## src/rtl/pcm_clkgen_pkg.sv

```systemverilog
// Package: shared types for the PCM clock and sync generator.
// Assumes: nothing beyond IEEE 1800-2017.
package pcm_clkgen_pkg;

    // Fixed-path rate codes; the encoding matches the configuration field.
    typedef enum logic [1:0] {
        RATE_256  = 2'b00,
        RATE_128  = 2'b01,
        RATE_512  = 2'b10,
        RATE_RSVD = 2'b11
    } rate_e;

    // Mode bits held in the shadow register.
    typedef struct packed {
        logic  slave;
        logic  dds;
        rate_e rate;
        logic  short_fs;
        logic  len16;
        logic  mute;
    } mode_t;

endpackage

```

## src/rtl/pcm_cfg_shadow.sv

```systemverilog
// Module: pcm_cfg_shadow
// Holds the active configuration. Loads the incoming fields only when
// load is high. Flags when the incoming fields differ from the held ones.
// Assumes: load is asserted only at frame boundaries or once after reset.
module pcm_cfg_shadow
    import pcm_clkgen_pkg::*;
#(
    parameter int LIM_W  = 13,
    parameter int RATE_W = 8,
    parameter int DIV_W  = 8
) (
    input  logic              clk,
    input  logic              rst_n,
    input  logic              load,
    input  mode_t             mode_in,
    input  logic [LIM_W-1:0]  lim_in,
    input  logic [RATE_W-1:0] step_in,
    input  logic [DIV_W-1:0]  div_in,
    output mode_t             mode_q,
    output logic [LIM_W-1:0]  lim_q,
    output logic [RATE_W-1:0] step_q,
    output logic [DIV_W-1:0]  div_q,
    output logic              changed
);

    // Capture the configuration on a load strobe.
    always_ff @(posedge clk) begin
        if (!rst_n) begin
            mode_q <= '0;
            lim_q  <= '0;
            step_q <= '0;
            div_q  <= '0;
        end else if (load) begin
            mode_q <= mode_in;
            lim_q  <= lim_in;
            step_q <= step_in;
            div_q  <= div_in;
        end
    end

    // Flag a pending difference between incoming and held fields.
    always_comb begin
        changed = (mode_in != mode_q) || (lim_in != lim_q) ||
                  (step_in != step_q) || (div_in != div_q);
    end

endmodule

```

## src/rtl/pcm_nco.sv

```systemverilog
// Module: pcm_nco
// Phase accumulator that toggles the bit clock each time the sum reaches
// the limit. Reports the cycle in which a rising toggle takes place.
// Assumes: 0 < step < limit while en is high.
module pcm_nco #(
    parameter int ACC_W = 14
) (
    input  logic             clk,
    input  logic             rst_n,
    input  logic             en,
    input  logic             clr,
    input  logic [ACC_W-1:0] limit,
    input  logic [ACC_W-1:0] step,
    output logic             bclk_q,
    output logic             rise
);

    logic [ACC_W-1:0] acc;
    logic [ACC_W:0]   sum;
    logic [ACC_W:0]   rem;
    logic             hit;

    // Next accumulator value and the crossing test.
    always_comb begin
        sum  = {1'b0, acc} + {1'b0, step};
        rem  = sum - {1'b0, limit};
        hit  = en && (sum >= {1'b0, limit});
        rise = hit && !bclk_q;
    end

    // Advance the phase and toggle the clock; clr drops the phase but keeps the toggle.
    always_ff @(posedge clk) begin
        if (!rst_n) begin
            acc    <= '0;
            bclk_q <= 1'b0;
        end else begin
            if (clr) begin
                acc <= '0;
            end else if (en) begin
                acc <= hit ? rem[ACC_W-1:0] : sum[ACC_W-1:0];
            end
            if (hit) begin
                bclk_q <= !bclk_q;
            end
        end
    end

endmodule

```

## src/rtl/pcm_frame_seq.sv

```systemverilog
// Module: pcm_frame_seq
// Counts bit-clock rising edges within a frame, flags the wrap, and
// updates the registered sync on each rising edge.
// Assumes: len_act and len_eff are at least 2; the wrap uses the active
// length, the sync uses the length in force after the edge.
module pcm_frame_seq #(
    parameter int CNT_W = 8
) (
    input  logic             clk,
    input  logic             rst_n,
    input  logic             rise,
    input  logic [CNT_W-1:0] len_act,
    input  logic [CNT_W-1:0] len_eff,
    input  logic [CNT_W-1:0] slen_eff,
    input  logic             short_eff,
    input  logic             mute_eff,
    output logic             wrap,
    output logic             fsync_q
);

    logic [CNT_W-1:0] cnt;
    logic [CNT_W-1:0] cnt_n;
    logic             fs_n;

    // Next count and the sync level it implies.
    always_comb begin
        wrap  = rise && (cnt >= len_act - CNT_W'(1));
        cnt_n = wrap ? '0 : (rise ? cnt + CNT_W'(1) : cnt);
        if (mute_eff) begin
            fs_n = 1'b0;
        end else if (short_eff) begin
            fs_n = (cnt_n == len_eff - CNT_W'(1));
        end else begin
            fs_n = (cnt_n < slen_eff) && (cnt_n != len_eff - CNT_W'(1));
        end
    end

    // Frame position; the reset value makes the first rising edge a boundary.
    always_ff @(posedge clk) begin
        if (!rst_n) begin
            cnt <= '1;
        end else begin
            cnt <= cnt_n;
        end
    end

    // Sync register, updated only on bit-clock rising edges.
    always_ff @(posedge clk) begin
        if (!rst_n) begin
            fsync_q <= 1'b0;
        end else if (rise) begin
            fsync_q <= fs_n;
        end
    end

endmodule

```

## src/rtl/pcm_clkgen.sv

```systemverilog
// Module: pcm_clkgen (top)
// Generates the PCM bit clock and frame sync from either a fixed-rate path
// (stepped by a 4 MHz tick) or a programmable accumulator. Passes external
// timing through in slave mode. Configuration is shadowed per frame.
// Assumes: ref_tick is a one-cycle pulse; programmable step below limit.
module pcm_clkgen
    import pcm_clkgen_pkg::*;
#(
    parameter int LIM_W         = 13,
    parameter int RATE_W        = 8,
    parameter int DIV_W         = 8,
    parameter int FIX_LIMIT     = 4000,
    parameter int FIX_BASE_STEP = 256,
    parameter int FIX_BASE_BITS = 16
) (
    input  logic              clk,
    input  logic              rst_n,
    input  logic              ref_tick,
    input  logic              cfg_slave,
    input  logic              cfg_dds_sel,
    input  logic [1:0]        cfg_rate_sel,
    input  logic              cfg_short_sync,
    input  logic              cfg_long16,
    input  logic              cfg_sync_mute,
    input  logic [LIM_W-1:0]  cfg_dds_limit,
    input  logic [RATE_W-1:0] cfg_dds_step,
    input  logic [DIV_W-1:0]  cfg_sync_div,
    input  logic              ext_bclk,
    input  logic              ext_fsync,
    output logic              bclk_o,
    output logic              fsync_o,
    output logic              bclk_oe,
    output logic              fsync_oe
);

    localparam int ACC_W = LIM_W + 1;
    localparam int CNT_W = (DIV_W > 7) ? DIV_W : 7;

    mode_t             mode_in;
    mode_t             mode_a;
    logic [LIM_W-1:0]  lim_a;
    logic [RATE_W-1:0] step_a;
    logic [DIV_W-1:0]  div_a;
    logic              cfg_changed;
    logic              primed;
    logic              load;
    logic              wrap;
    logic              gen_bclk;
    logic              gen_fsync;
    logic              gen_rise;
    logic              nco_en;
    logic [ACC_W-1:0]  nco_lim;
    logic [ACC_W-1:0]  nco_step;
    logic [CNT_W-1:0]  len_act;
    logic [CNT_W-1:0]  len_eff;
    logic [CNT_W-1:0]  slen_eff;
    logic              short_eff;
    logic              mute_eff;
    logic              pass_ext;

    // Bit clocks per frame for a given path, rate code and divider.
    function automatic logic [CNT_W-1:0] frame_len(input logic dds,
                                                   input rate_e r,
                                                   input logic [DIV_W-1:0] d);
        if (dds) begin
            frame_len = (d < DIV_W'(2)) ? CNT_W'(2) : CNT_W'(d);
        end else begin
            case (r)
                RATE_128: frame_len = CNT_W'(FIX_BASE_BITS);
                RATE_512: frame_len = CNT_W'(FIX_BASE_BITS * 4);
                default:  frame_len = CNT_W'(FIX_BASE_BITS * 2);
            endcase
        end
    endfunction

    // Accumulator step per reference tick on the fixed path.
    function automatic logic [ACC_W-1:0] fix_step(input rate_e r);
        case (r)
            RATE_128: fix_step = ACC_W'(FIX_BASE_STEP);
            RATE_512: fix_step = ACC_W'(FIX_BASE_STEP * 4);
            default:  fix_step = ACC_W'(FIX_BASE_STEP * 2);
        endcase
    endfunction

    // Long sync length in bit clocks.
    function automatic logic [CNT_W-1:0] sync_len(input logic dds, input logic l16);
        sync_len = (dds && l16) ? CNT_W'(16) : CNT_W'(8);
    endfunction

    // Pack the incoming mode bits.
    always_comb begin
        mode_in = '{slave: cfg_slave, dds: cfg_dds_sel,
                    rate: rate_e'(cfg_rate_sel), short_fs: cfg_short_sync,
                    len16: cfg_long16, mute: cfg_sync_mute};
    end

    // One-shot flag that marks the first configuration load after reset.
    always_ff @(posedge clk) begin
        if (!rst_n) begin
            primed <= 1'b0;
        end else begin
            primed <= 1'b1;
        end
    end

    assign load = !primed || wrap;

    pcm_cfg_shadow #(
        .LIM_W (LIM_W),
        .RATE_W(RATE_W),
        .DIV_W (DIV_W)
    ) shadow_i (
        .clk    (clk),
        .rst_n  (rst_n),
        .load   (load),
        .mode_in(mode_in),
        .lim_in (cfg_dds_limit),
        .step_in(cfg_dds_step),
        .div_in (cfg_sync_div),
        .mode_q (mode_a),
        .lim_q  (lim_a),
        .step_q (step_a),
        .div_q  (div_a),
        .changed(cfg_changed)
    );

    // Feed the shared accumulator from the active path.
    always_comb begin
        nco_en   = primed && (mode_a.dds || ref_tick);
        nco_lim  = mode_a.dds ? ACC_W'(lim_a)  : ACC_W'(FIX_LIMIT);
        nco_step = mode_a.dds ? ACC_W'(step_a) : fix_step(mode_a.rate);
    end

    pcm_nco #(
        .ACC_W(ACC_W)
    ) nco_i (
        .clk   (clk),
        .rst_n (rst_n),
        .en    (nco_en),
        .clr   (load && cfg_changed),
        .limit (nco_lim),
        .step  (nco_step),
        .bclk_q(gen_bclk),
        .rise  (gen_rise)
    );

    // Frame settings: active ones for the wrap, next ones for the sync.
    always_comb begin
        len_act   = frame_len(mode_a.dds, mode_a.rate, div_a);
        len_eff   = load ? frame_len(cfg_dds_sel, rate_e'(cfg_rate_sel), cfg_sync_div) : len_act;
        slen_eff  = load ? sync_len(cfg_dds_sel, cfg_long16) : sync_len(mode_a.dds, mode_a.len16);
        short_eff = load ? cfg_short_sync : mode_a.short_fs;
        mute_eff  = load ? cfg_sync_mute  : mode_a.mute;
    end

    pcm_frame_seq #(
        .CNT_W(CNT_W)
    ) seq_i (
        .clk      (clk),
        .rst_n    (rst_n),
        .rise     (gen_rise),
        .len_act  (len_act),
        .len_eff  (len_eff),
        .slen_eff (slen_eff),
        .short_eff(short_eff),
        .mute_eff (mute_eff),
        .wrap     (wrap),
        .fsync_q  (gen_fsync)
    );

    // Output select and pin drive enables.
    always_comb begin
        pass_ext = mode_a.slave && !mode_a.dds;
        bclk_o   = pass_ext ? ext_bclk  : gen_bclk;
        fsync_o  = pass_ext ? ext_fsync : gen_fsync;
        bclk_oe  = primed && !mode_a.slave && !mode_a.dds;
        fsync_oe = primed && !mode_a.slave && !mode_a.dds;
    end

endmodule

```

## config.mk

```make
export PLATFORM = sky130hd
export DESIGN_NAME = pcm_clkgen
export DESIGN_NICKNAME = d
export VERILOG_FILES = /design/src/rtl/pcm_clkgen_pkg.sv /design/src/rtl/pcm_cfg_shadow.sv /design/src/rtl/pcm_nco.sv /design/src/rtl/pcm_frame_seq.sv /design/src/rtl/pcm_clkgen.sv
export SDC_FILE = /design/constraint.sdc
export NUM_CORES = 1
export LEC_CHECK = 0
export BUFFER_PORTS_ARGS = -buffer_cell sky130_fd_sc_hd__buf_2
export CAP_MARGIN = 10
export CORE_MARGIN = 10
export CORE_UTILIZATION = 35
export DETAILED_ROUTE_END_ITERATION = 10
export PLACE_DENSITY = 0.61
export SYNTH_ARGS = -nofsm -noshare
export SYNTH_HDL_FRONTEND = slang
export SYNTH_SLANG_ARGS = --single-unit
```

## constraint.sdc

```tcl
create_clock -name clk -period 8.5 [get_ports clk]
set_input_delay 0.425 -clock clk [delete_from_list [all_inputs] [get_ports clk]]
set_output_delay 0.425 -clock clk [all_outputs]
set_load 0.01 [all_outputs]
```

==> impl_metrics.json, run 1 <==
{
  "start_util_pct": 36.0,
  "pin_count": 45,
  "synth_cell_type_count": 71,
  "synth.avg_cell_area_um2": 8.27,
  "dp_slack_ns": 2.11,
  "coreArea_mm2": 0.0146,
  "critPathLaunchType": "register",
  "root_buffer": "clkbuf_16",
  "wl_per_cell_um": 17.4,
  "track_usage_pct": 14.8,
  "via_count": 4787,
  "htreeDepth": 3,
  "finClkSkew_ns": 0.0103,
  "setup_violations": 0,
  "drt-pass1-iter-count": 5,
  "syn_nets": 721,
  "area_growth_syn_to_layout_pct": 12.7,
  "clock.fmax_ghz": 0.155,
  "power_leakage_uw": 0.00257,
  "relSlewSlack_pct": 29.1,
  "die_w_um": 143,
  "syn_area_mm2": 0.00527,
  "drc": 0,
  "fin_ws_ns": 2.06,
  "clkSinkCount": 61,
  "worst-slew-pin-transition_ns": 1.06,
  "fin_setup_tns_ns": 0,
  "path_common_cell": "ha_1",
  "antenna_found_initial": 0,
  "cp_max_fo": 21,
  "ys_seq_area_share_pct": 23.2,
  "die_h_um": 143,
  "min_period_over_period_pct": 75.8,
  "critPathBufInv": 1,
  "synth_cells": 638,
  "path_cells": "and2_1, ha_1, inv_1, fa_1, nor2b_1, o31a_1, nor3_2, o31ai_1, nand2_1, xnor2_1, ha_1, a211oi_1, nand2_1, o21ai_0, a31oi_2, o31ai_4, mux2_2, ha_1, xnor3_1, or4_1, a211oi_2, mux2i_1",
  "rsz0062_at_grt": "no",
  "drive_gt1_share_pct": 12.7,
  "crit_family": "compound AO/OA/AOI/OAI gates",
  "final-hold-violation-count": 0,
  "worst_setup_path_end_kind": "register",
  "yosysWarnings": 0,
  "hold_path.class": "input port to register",
  "grt_pass1_vias": 4594,
  "synth_ff_type": "dfxtp_1",
  "cap_violations": 0,
  "rows": 44,
  "cp_slowest_stage_delay_ns": 0.95,
  "grt_max_degree": 50,
  "grt_pass1_wl_um": 23900,
  "path_class": "register to register",
  "clk_latency_ns": 0.35,
  "avgViaCountPerCell": 5.55,
  "routed_wl_um": 15000,
  "drt-initial-drc-count": 251,
  "cts_tree": "built",
  "power_density_mw_per_mm2": 182,
  "cp.arrival_ns": 6.72,
  "fin_crit_ns": 6.44,
  "fillers": 1503,
  "ant_nets": 0,
  "synth-seq-cells": 61,
  "status": "finished, final reports clean",
  "layout.nets": 756,
  "required_ns": 8.77,
  "grt-ovfl-total": 0,
  "hpwl_um": 11900,
  "crit_slowest_cell": "o31ai_4",
  "port_buffers": 44,
  "synth-edff-count": 0,
  "ir_worst_vdd_v": 0.000101,
  "clk_pin_slew_ns": 0.07,
  "gp_congestion": 0.921,
  "clockBufferDepth": 2,
  "cts_buffers": 9,
  "antenna_cells": 0,
  "cts_setup_buffers": 0,
  "async_flop_share_pct": 0,
  "cts-resized-gates": 0,
  "maxSlewViolCount": 0,
  "die-area_mm2": 0.0204,
  "hold_buffers": 0
}
==> worst reg2reg max path: stages (launching register included) <==
cell      delay, ns
dfxtp_1        0.53
and2_1         0.19
ha_1           0.16
inv_1          0.06
fa_1           0.40
nor2b_1        0.16
o31a_1         0.23
nor3_2         0.10
o31ai_1        0.26
nand2_1        0.10
xnor2_1        0.22
ha_1           0.32
a211oi_1       0.23
nand2_1        0.11
o21ai_0        0.28
a31oi_2        0.15
o31ai_4        0.95
mux2_2         0.45
ha_1           0.22
xnor3_1        0.34
or4_1          0.54
a211oi_2       0.18
mux2i_1        0.19
==> worst paths after layout <==
kind / startpoint / end / slack, ns / cells past startpoint
worst max-delay path: shadow_i.mode_q[5]$_SDFFE_PN0N_ / seq_i.fsync_q$_SDFFE_PN0N_ / 2.06 / 22
worst min-delay path: cfg_dds_step[1] / shadow_i.step_q[1]$_SDFFE_PN0N_ / 0.36 / 3
worst max register to register: shadow_i.mode_q[5]$_SDFFE_PN0N_ / seq_i.fsync_q$_SDFFE_PN0N_ / 2.06 / 22
worst min register to register: nco_i.acc[0]$_SDFFE_PP0P_ / nco_i.acc[0]$_SDFFE_PP0P_ / 0.47 / 2
==> cell families (layout without fill, tap and decap cells) <==
family | Yosys count | in the layout | share of synthesized area [%]
muxes | 45 | 45 | 8.66
xor gates and xnor gates | 68 | 68 | 11.6
adders and majority gates | 42 | 42 | 10.2
AOI/OAI and AO/OA | 147 | 147 | 20.1
buffers and inverters | 42 | 82 | 3.18
and+or+nand+nor | 233 | 233 | 23.1
DFF | 61 | 61 | 23.2
==> through the flow <==
step                      power [uW]  hold slack [ns]  std cells  utilization, %  instance area [um2]
after floorplan                  622            0.436        638               -                 5270
after global placement           712            0.451        846            38.6                 5660
after detailed placement         719            0.456        846            38.6                 5660
after CTS                       1080            0.355        862            40.6                 5950
after global routing            1140            0.374        862            40.6                 5950
final                           1080            0.359        862            40.6                 5950
==> layout make-up <==
| class | count | area (um2) | share of cell area (%) |
|---|---|---|---|
| Clock buffer | 9 | 225 | 3.79 |
| Clock inverter | 7 | 62.6 | 1.05 |
| Inverter | 17 | 63.8 | 1.07 |
| Multi-Input combinational cell | 535 | 3880 | 65.3 |
| Sequential cell | 61 | 1220 | 20.5 |
| Tap cell | 184 | 230 | 3.87 |
| Timing Repair Buffer | 49 | 258 | 4.34 |
==> cells in the final DEF, fill, tap and decap left out, types with 7 or more instances in the layout <==
master and n:
nand2_1 63, dfxtp_1 61, nor2b_1 49, buf_2 44
mux2i_1 40, ha_1 40, xor2_1 37, a21oi_1 33
nor2_1 33, xnor2_1 30, o21ai_0 26, inv_1 17
nor4_1 13, nand3_1 13, and2_1 13, nand2b_1 11
a311oi_1 9, clkbuf_16 9, a21o_1 8, o211ai_1 8
nand4_1 7, o21a_1 7
==> report_power, final <==
group / switching (uW) / total [uW] / internal [uW]
Combinational: 217 / 376 / 159
Clock: 162 / 366 / 205
Sequential: 30.1 / 340 / 310
Total: 409 / 1080 / 674
==> routing by layer <==
| layer | up-vias | GRT usage, % | share of wire [%] |
|---|---|---|---|
| met2 | 141 | 22.8 | 44 |
| met1 | 2239 | 19.6 | 48 |
| met4 | 0 | 7.00 | 3.0 |
| met3 | 31 | 2.42 | 5.2 |
| met5 | - | 0 | 0 |
| li1 | 2376 | - | - |
==> registers in the layout, indices dropped and copies added, names as in the netlist <==
| signal | count |
|---|---|
| shadow_i.lim_q | 13 |
| shadow_i.div_q | 8 |
| shadow_i.step_q | 8 |
| primed | 1 |
| nco_i.acc | 14 |
| seq_i.cnt | 8 |
| shadow_i.mode_q | 7 |
| seq_i.fsync_q | 1 |
| nco_i.bclk_q | 1 |
==> synth_stat cells, types with 4 or more instances <==
cell type,instances,area [um2]
o21a_1,7,52.6
or2_2,4,25.0
a211oi_1,6,45.0
dfxtp_1,61,1220
nand4_1,7,43.8
a21o_1,8,60.1
nand2b_1,11,68.8
mux2_2,5,56.3
a21oi_1,33,165
and3_1,5,31.3
xor2_1,37,324
clkbuf_1,17,63.8
nor2_1,33,124
nor2b_1,49,307
and2_1,13,81.3
inv_1,17,63.8
o21ai_0,26,130
ha_1,40,500
a21boi_0,4,30.0
nand3_1,13,65.1
nand2_1,63,236
a311oi_1,9,78.8
xnor2_1,30,263
buf_2,5,25.0
nor3_1,6,30.0
nor4_1,13,81.3
o31ai_1,5,37.5
mux2i_1,40,400
o211ai_1,8,60.1
(Power assumes the default switching activity.)
==> inputs of run 2 (changes only) <==
Settings changed: PLACE_DENSITY 0.61 to 0.62.
Clock period 8.5 ns to 5.79 ns, I/O delays scaled along.
==> impl_metrics.json, run 2 (synthesis results as in run 1) <==
{
  "antenna_cells": 0,
  "path_common_cell": "ha_1",
  "wl_per_cell_um": 17.5,
  "critPathLaunchType": "register",
  "finClkSkew_ns": 0.00662,
  "path_class": "register to register",
  "multiInputGateArea_mm2": 0.00398,
  "root_buffer": "clkbuf_16",
  "area_growth_syn_to_layout_pct": 16.9,
  "switchingPower_uw": 610,
  "cts_buffers": 9,
  "coreArea_mm2": 0.0146,
  "htreeDepth": 3,
  "p_comb_share_pct": 36.8,
  "pin_count": 45,
  "fillers": 1481,
  "drive_gt1_share_pct": 16.4,
  "rows": 44,
  "cellInternalPower_uw": 1010,
  "antenna_found_initial": 0,
  "layout.nets": 768,
  "clk_latency_ns": 0.33,
  "drt-initial-drc-count": 219,
  "power_leakage_uw": 0.00266,
  "crit_family": "simple AND/OR/NAND/NOR gates",
  "relSlewSlack_pct": 35.0,
  "cp_slowest_stage_delay_ns": 0.42,
  "hold_buffers": 0,
  "grt_pass1_vias": 4689,
  "track_usage_pct": 14.7,
  "pwr-share-clk_pct": 32.5,
  "seq_area_mm2": 0.00122,
  "clk_pin_slew_ns": 0.06,
  "die_h_um": 143,
  "via_count": 4771,
  "worst-slew-pin-transition_ns": 0.975,
  "grt_pass1_wl_um": 24200,
  "drc": 0,
  "required_ns": 6.05,
  "final-hold-violation-count": 0,
  "final_common_cell": "nand2_1",
  "cap_violations": 0,
  "reg_top3": "nco_i.acc x14, shadow_i.lim_q x13",
  "final_cell_mix": "nand2_1 (63), dfxtp_1 (60), nor2b_1 (49)",
  "fin_setup_tns_ns": 0,
  "critPathBufInv": 1,
  "fin_crit_ns": 5.42,
  "grt-ovfl-total": 0,
  "cts_tree": "built",
  "setup_violations": 0,
  "clkSinkCount": 61,
  "switching_share_pct": 37.6,
  "clock.fmax_ghz": 0.185,
  "gp_congestion": 0.893,
  "hold_slack_ns": 0.233,
  "placed_area_mm2": 0.00574,
  "worst_setup_path_end_kind": "register",
  "routed_wl_um": 15300,
  "top_register": "nco_i.acc",
  "cp_max_fo": 28,
  "largest_reg_flops": 14,
  "crit_slowest_cell": "or3_1",
  "min_period_over_period_pct": 93.5,
  "hpwl_um": 12100,
  "clockBufferDepth": 2,
  "status": "finished, final reports clean",
  "ir_worst_vdd_v": 0.000201,
  "cp.arrival_ns": 5.67,
  "die-area_mm2": 0.0204,
  "drt-pass1-iter-count": 5,
  "avgViaCountPerCell": 5.46,
  "start_util_pct": 36.0,
  "grt_max_degree": 53,
  "hold_path.class": "input port to register",
  "path_cells": "buf_6, nor2b_1, ha_1, a21oi_1, o21ai_1, nor2_1, o21ai_0, xor2_1, ha_1, nand4_1, nor4_4, nor2_4, a31oi_4, o31ai_4, mux2_2, ha_1, o221ai_1, or3_1, a22oi_1, mux2i_1, a211oi_2, mux2i_1",
  "maxSlewViolCount": 0,
  "ant_nets": 0,
  "die_w_um": 143,
  "rsz0062_at_grt": "no",
  "power_density_mw_per_mm2": 263,
  "seq_power_share_pct": 30.7,
  "stdcell_area_mm2": 0.00616,
  "port_buffers": 44
}
[run 2: cell count changes in the layout (fill, tap and decap cells not counted), sizes merged]
cell and delta:
clkbuf +1, inv -1, clkinv +1, buf +11
[run 2: layer usage]
metal | vias up | global-route usage, % | routed length, um
met3 | 17 | 2.85 | 619
met1 | 2266 | 19.0 | 7240
li1 | 2386 | - | -
met4 | 0 | 5.32 | 244
met5 | - | 0 | 0
met2 | 102 | 24.0 | 7200
[run 2: worst paths after layout]
kind	startpoint	endpoint	slack [ns]	depth (start not counted)
setup reg to reg	shadow_i.mode_q[5]$_SDFFE_PN0N_	seq_i.fsync_q$_SDFFE_PN0N_	0.37	22
hold reg to reg	nco_i.acc[0]$_SDFFE_PP0P_	nco_i.acc[0]$_SDFFE_PP0P_	0.46	2
hold / removal	cfg_dds_step[2]	shadow_i.step_q[2]$_SDFFE_PN0N_	0.23	3
setup / recovery	shadow_i.mode_q[5]$_SDFFE_PN0N_	seq_i.fsync_q$_SDFFE_PN0N_	0.37	22
[run 2: repair_timing]
| item | CTS | global route |
|---|---|---|
| endpoints found under the hold margin | 0 | 0 |
| gates resized for setup | 0 | 17 |
| setup buffers | 0 | 4 |
| endpoints found under the setup margin | 0 | 1 |
[run 2: layout make-up]
cell class | count | area share (%)
multi-input cells | 535 | 64.6
well taps | 184 | 3.73
clock inverters | 7 | 1.01
repair buffers | 61 | 6.11
clock buffers | 9 | 3.65
flip-flops and latches | 61 | 19.9
inverters | 17 | 1.04
[run 2: metrics by stage]
stage	power [uW]	utilization [%]	setup slack [ns]	instances
after floorplan	926	-	0.00466	638
after global placement	1060	39.2	0.247	852
after detailed placement	1070	39.2	0.229	852
after CTS	1600	41.2	0.199	868
after global routing	1720	42.1	0.00570	874
final	1620	42.1	0.374	874
[run 2: worst reg2reg max path, stage by stage (launching register included)]
cell and delay, ns:
dfxtp_4 0.39, buf_6 0.19, nor2b_1 0.33, ha_1 0.34
a21oi_1 0.20, o21ai_1 0.15, nor2_1 0.19, o21ai_0 0.12
xor2_1 0.22, ha_1 0.37, nand4_1 0.18, nor4_4 0.41
nor2_4 0.08, a31oi_4 0.24, o31ai_4 0.14, mux2_2 0.29
ha_1 0.17, o221ai_1 0.22, or3_1 0.43, a22oi_1 0.17
mux2i_1 0.11, a211oi_2 0.19, mux2i_1 0.22
[run 2: power groups by stage]
stage                     logic (uW)  clock network (uW)  registers (uW)
after floorplan                  435                   0             491
after global placement           560                   0             503
after detailed placement         567                   0             505
after CTS                        571                 536             496
after global routing             660                 554             502
final                            597                 527             497
==> inputs of run 3 (changes only) <==
Settings changed: PLACE_DENSITY 0.62 to 0.55.
==> impl_metrics.json, run 3 (synthesis results as in run 1) <==
{
  "wl_per_cell_um": 17.4,
  "antenna_found_initial": 0,
  "fin_crit_ns": 5.49,
  "grt_pass1_wl_um": 24700,
  "grt-ovfl-total": 0,
  "hold_path.class": "input port to register",
  "layout.nets": 765,
  "track_usage_pct": 15.1,
  "r2r_setup_slack_ns": 0.30,
  "cts_tree": "built",
  "grt_pass1_vias": 4702,
  "clk_latency_ns": 0.33,
  "antenna_cells": 0,
  "rr_worst_depth": 22,
  "final_common_cell": "nand2_1",
  "status": "finished, final reports clean",
  "htreeDepth": 3,
  "clockBufferDepth": 2,
  "die-area_mm2": 0.0204,
  "worst_setup_path_end_kind": "register",
  "placed_area_mm2": 0.00574,
  "cp_max_fo": 17,
  "avgViaCountPerCell": 5.50,
  "min_period_over_period_pct": 94.8,
  "rows": 44,
  "top_layer": "met4",
  "gp_congestion": 0.950,
  "reg2reg_from": "shadow_i.mode_q[5]$_SDFFE_PN0N_",
  "drt-pass1-iter-count": 5,
  "required_ns": 6.05,
  "die_w_um": 143,
  "largest_reg_flops": 14,
  "critPathBufInv": 1,
  "wl_met2_um": 6970,
  "coreArea_mm2": 0.0146,
  "clk_pin_slew_ns": 0.06,
  "critPathLaunchType": "register",
  "relSlewSlack_pct": 34.1,
  "cap_violations": 0,
  "power_density_mw_per_mm2": 261,
  "die_h_um": 143,
  "stdcell_area_mm2": 0.00605,
  "route.met3.wl_um": 826,
  "root_buffer": "clkbuf_16",
  "routed_wl_um": 15100,
  "setup_violations": 0,
  "ant_nets": 0,
  "hold_buffers": 0,
  "start_util_pct": 36.0,
  "area_growth_syn_to_layout_pct": 14.8,
  "pin_count": 45,
  "cp_slowest_stage_delay_ns": 0.43,
  "ir_worst_vdd_v": 0.000179,
  "reg_top3": "nco_i.acc x14, shadow_i.lim_q x13",
  "hold-path-cell-count": 3,
  "final-hold-violation-count": 0,
  "drc": 0,
  "fin_setup_tns_ns": 0,
  "finClkSkew_ns": 0.0112,
  "hold_slack_ns": 0.239,
  "hpwl_um": 12100,
  "path_class": "register to register",
  "clkSinkCount": 61,
  "top_register": "nco_i.acc",
  "via_count": 4793,
  "cts_buffers": 9,
  "wl_met1_um": 7070,
  "final_cell_mix": "nand2_1 (63), dfxtp_1 (60), nor2b_1 (49)",
  "grt_max_degree": 50,
  "reg2reg_to": "seq_i.fsync_q$_SDFFE_PN0N_",
  "path_cells": "and2_1, ha_1, inv_1, fa_2, nor2b_1, o31a_1, nor3_4, o31ai_1, nand2_1, xnor2_2, ha_1, a211oi_2, nand2_1, nor2_2, a31oi_4, o31ai_4, mux2_2, ha_1, xnor3_1, or4_1, a211oi_2, mux2i_1",
  "path_common_cell": "ha_1",
  "crit_slowest_cell": "or4_1",
  "port_buffers": 44,
  "cp.arrival_ns": 5.75,
  "worst-slew-pin-transition_ns": 0.989,
  "rsz0062_at_grt": "no",
  "min_to": "shadow_i.lim_q[5]$_SDFFE_PN0N_",
  "drive_gt1_share_pct": 14.8,
  "maxSlewViolCount": 0,
  "drt-initial-drc-count": 301,
  "crit_family": "compound AO/OA/AOI/OAI gates",
  "clock.fmax_ghz": 0.182,
  "hp-start": "cfg_dds_limit[5]",
  "power_leakage_uw": 0.00262
}
run 3: cell types whose count changed in the layout (fill, tap and decap cells not counted), sizes merged:
cell	before	now
buf	60	58
clkinv	1	3
clkbuf	10	9
inv	22	18
clkinvlp	1	3
run 3: routing by layer:
metal	vias to the layer above	GRT usage (%)
met5	-	0
met3	17	3.25
met1	2262	19.5
met2	121	24.5
met4	0	4.72
li1	2393	-
run 3: final cells by class:
| cell class | count | area, um2 |
|---|---|---|
| Inverter | 17 | 63.8 |
| Fill cell | 1526 | 8590 |
| Multi-Input combinational cell | 535 | 3930 |
| Clock inverter | 7 | 50.0 |
| Clock buffer | 9 | 225 |
| Tap cell | 184 | 230 |
| Timing Repair Buffer | 58 | 333 |
| Sequential cell | 61 | 1220 |
run 3: tightest hold or removal path, delay by kind of cell:
kind / cells / cell delay, ns
mux: 1 / 0.06
simple gates: 1 / 0.09
buf+inv: 1 / 0.09
run 3: power breakdown:
group          total [uW]  internal [uW]  switching [uW]
sequential            497            455            42.0
combinational         579            248             331
clock                 506            290             216
total                1580            994             588
run 3: metrics by stage:
stage	cells	total power [uW]	utilization (%)	setup WS, ns
finish	871	1580	41.3	0.302
global route	871	1680	41.3	0.00135
CTS	870	1590	41.1	0.282
detailed placement	854	1080	39.2	0.299
global placement	854	1060	39.2	0.383
floorplan	638	926	-	0.00466
run 3: worst max-delay path by stage:
stage | start | end | slack (ns) | depth (start not counted)
floorplan | shadow_i.mode_q[5]$_SDFFE_PN0N_ | seq_i.fsync_q$_SDFFE_PN0N_ | 0.005 | 28
global placement | shadow_i.mode_q[5]$_SDFFE_PN0N_ | seq_i.fsync_q$_SDFFE_PN0N_ | 0.38 | 23
detailed placement | shadow_i.mode_q[5]$_SDFFE_PN0N_ | seq_i.fsync_q$_SDFFE_PN0N_ | 0.30 | 25
CTS | shadow_i.mode_q[5]$_SDFFE_PN0N_ | seq_i.fsync_q$_SDFFE_PN0N_ | 0.28 | 25
global route | shadow_i.mode_q[5]$_SDFFE_PN0N_ | seq_i.fsync_q$_SDFFE_PN0N_ | 0.001 | 25
finish | shadow_i.mode_q[5]$_SDFFE_PN0N_ | seq_i.fsync_q$_SDFFE_PN0N_ | 0.30 | 22
run 3: what timing repair did:
action	CTS	global route
hold endpoints to repair	0	0
endpoints found under the setup margin	0	1
resized for setup	0	6
buffers inserted	0	1
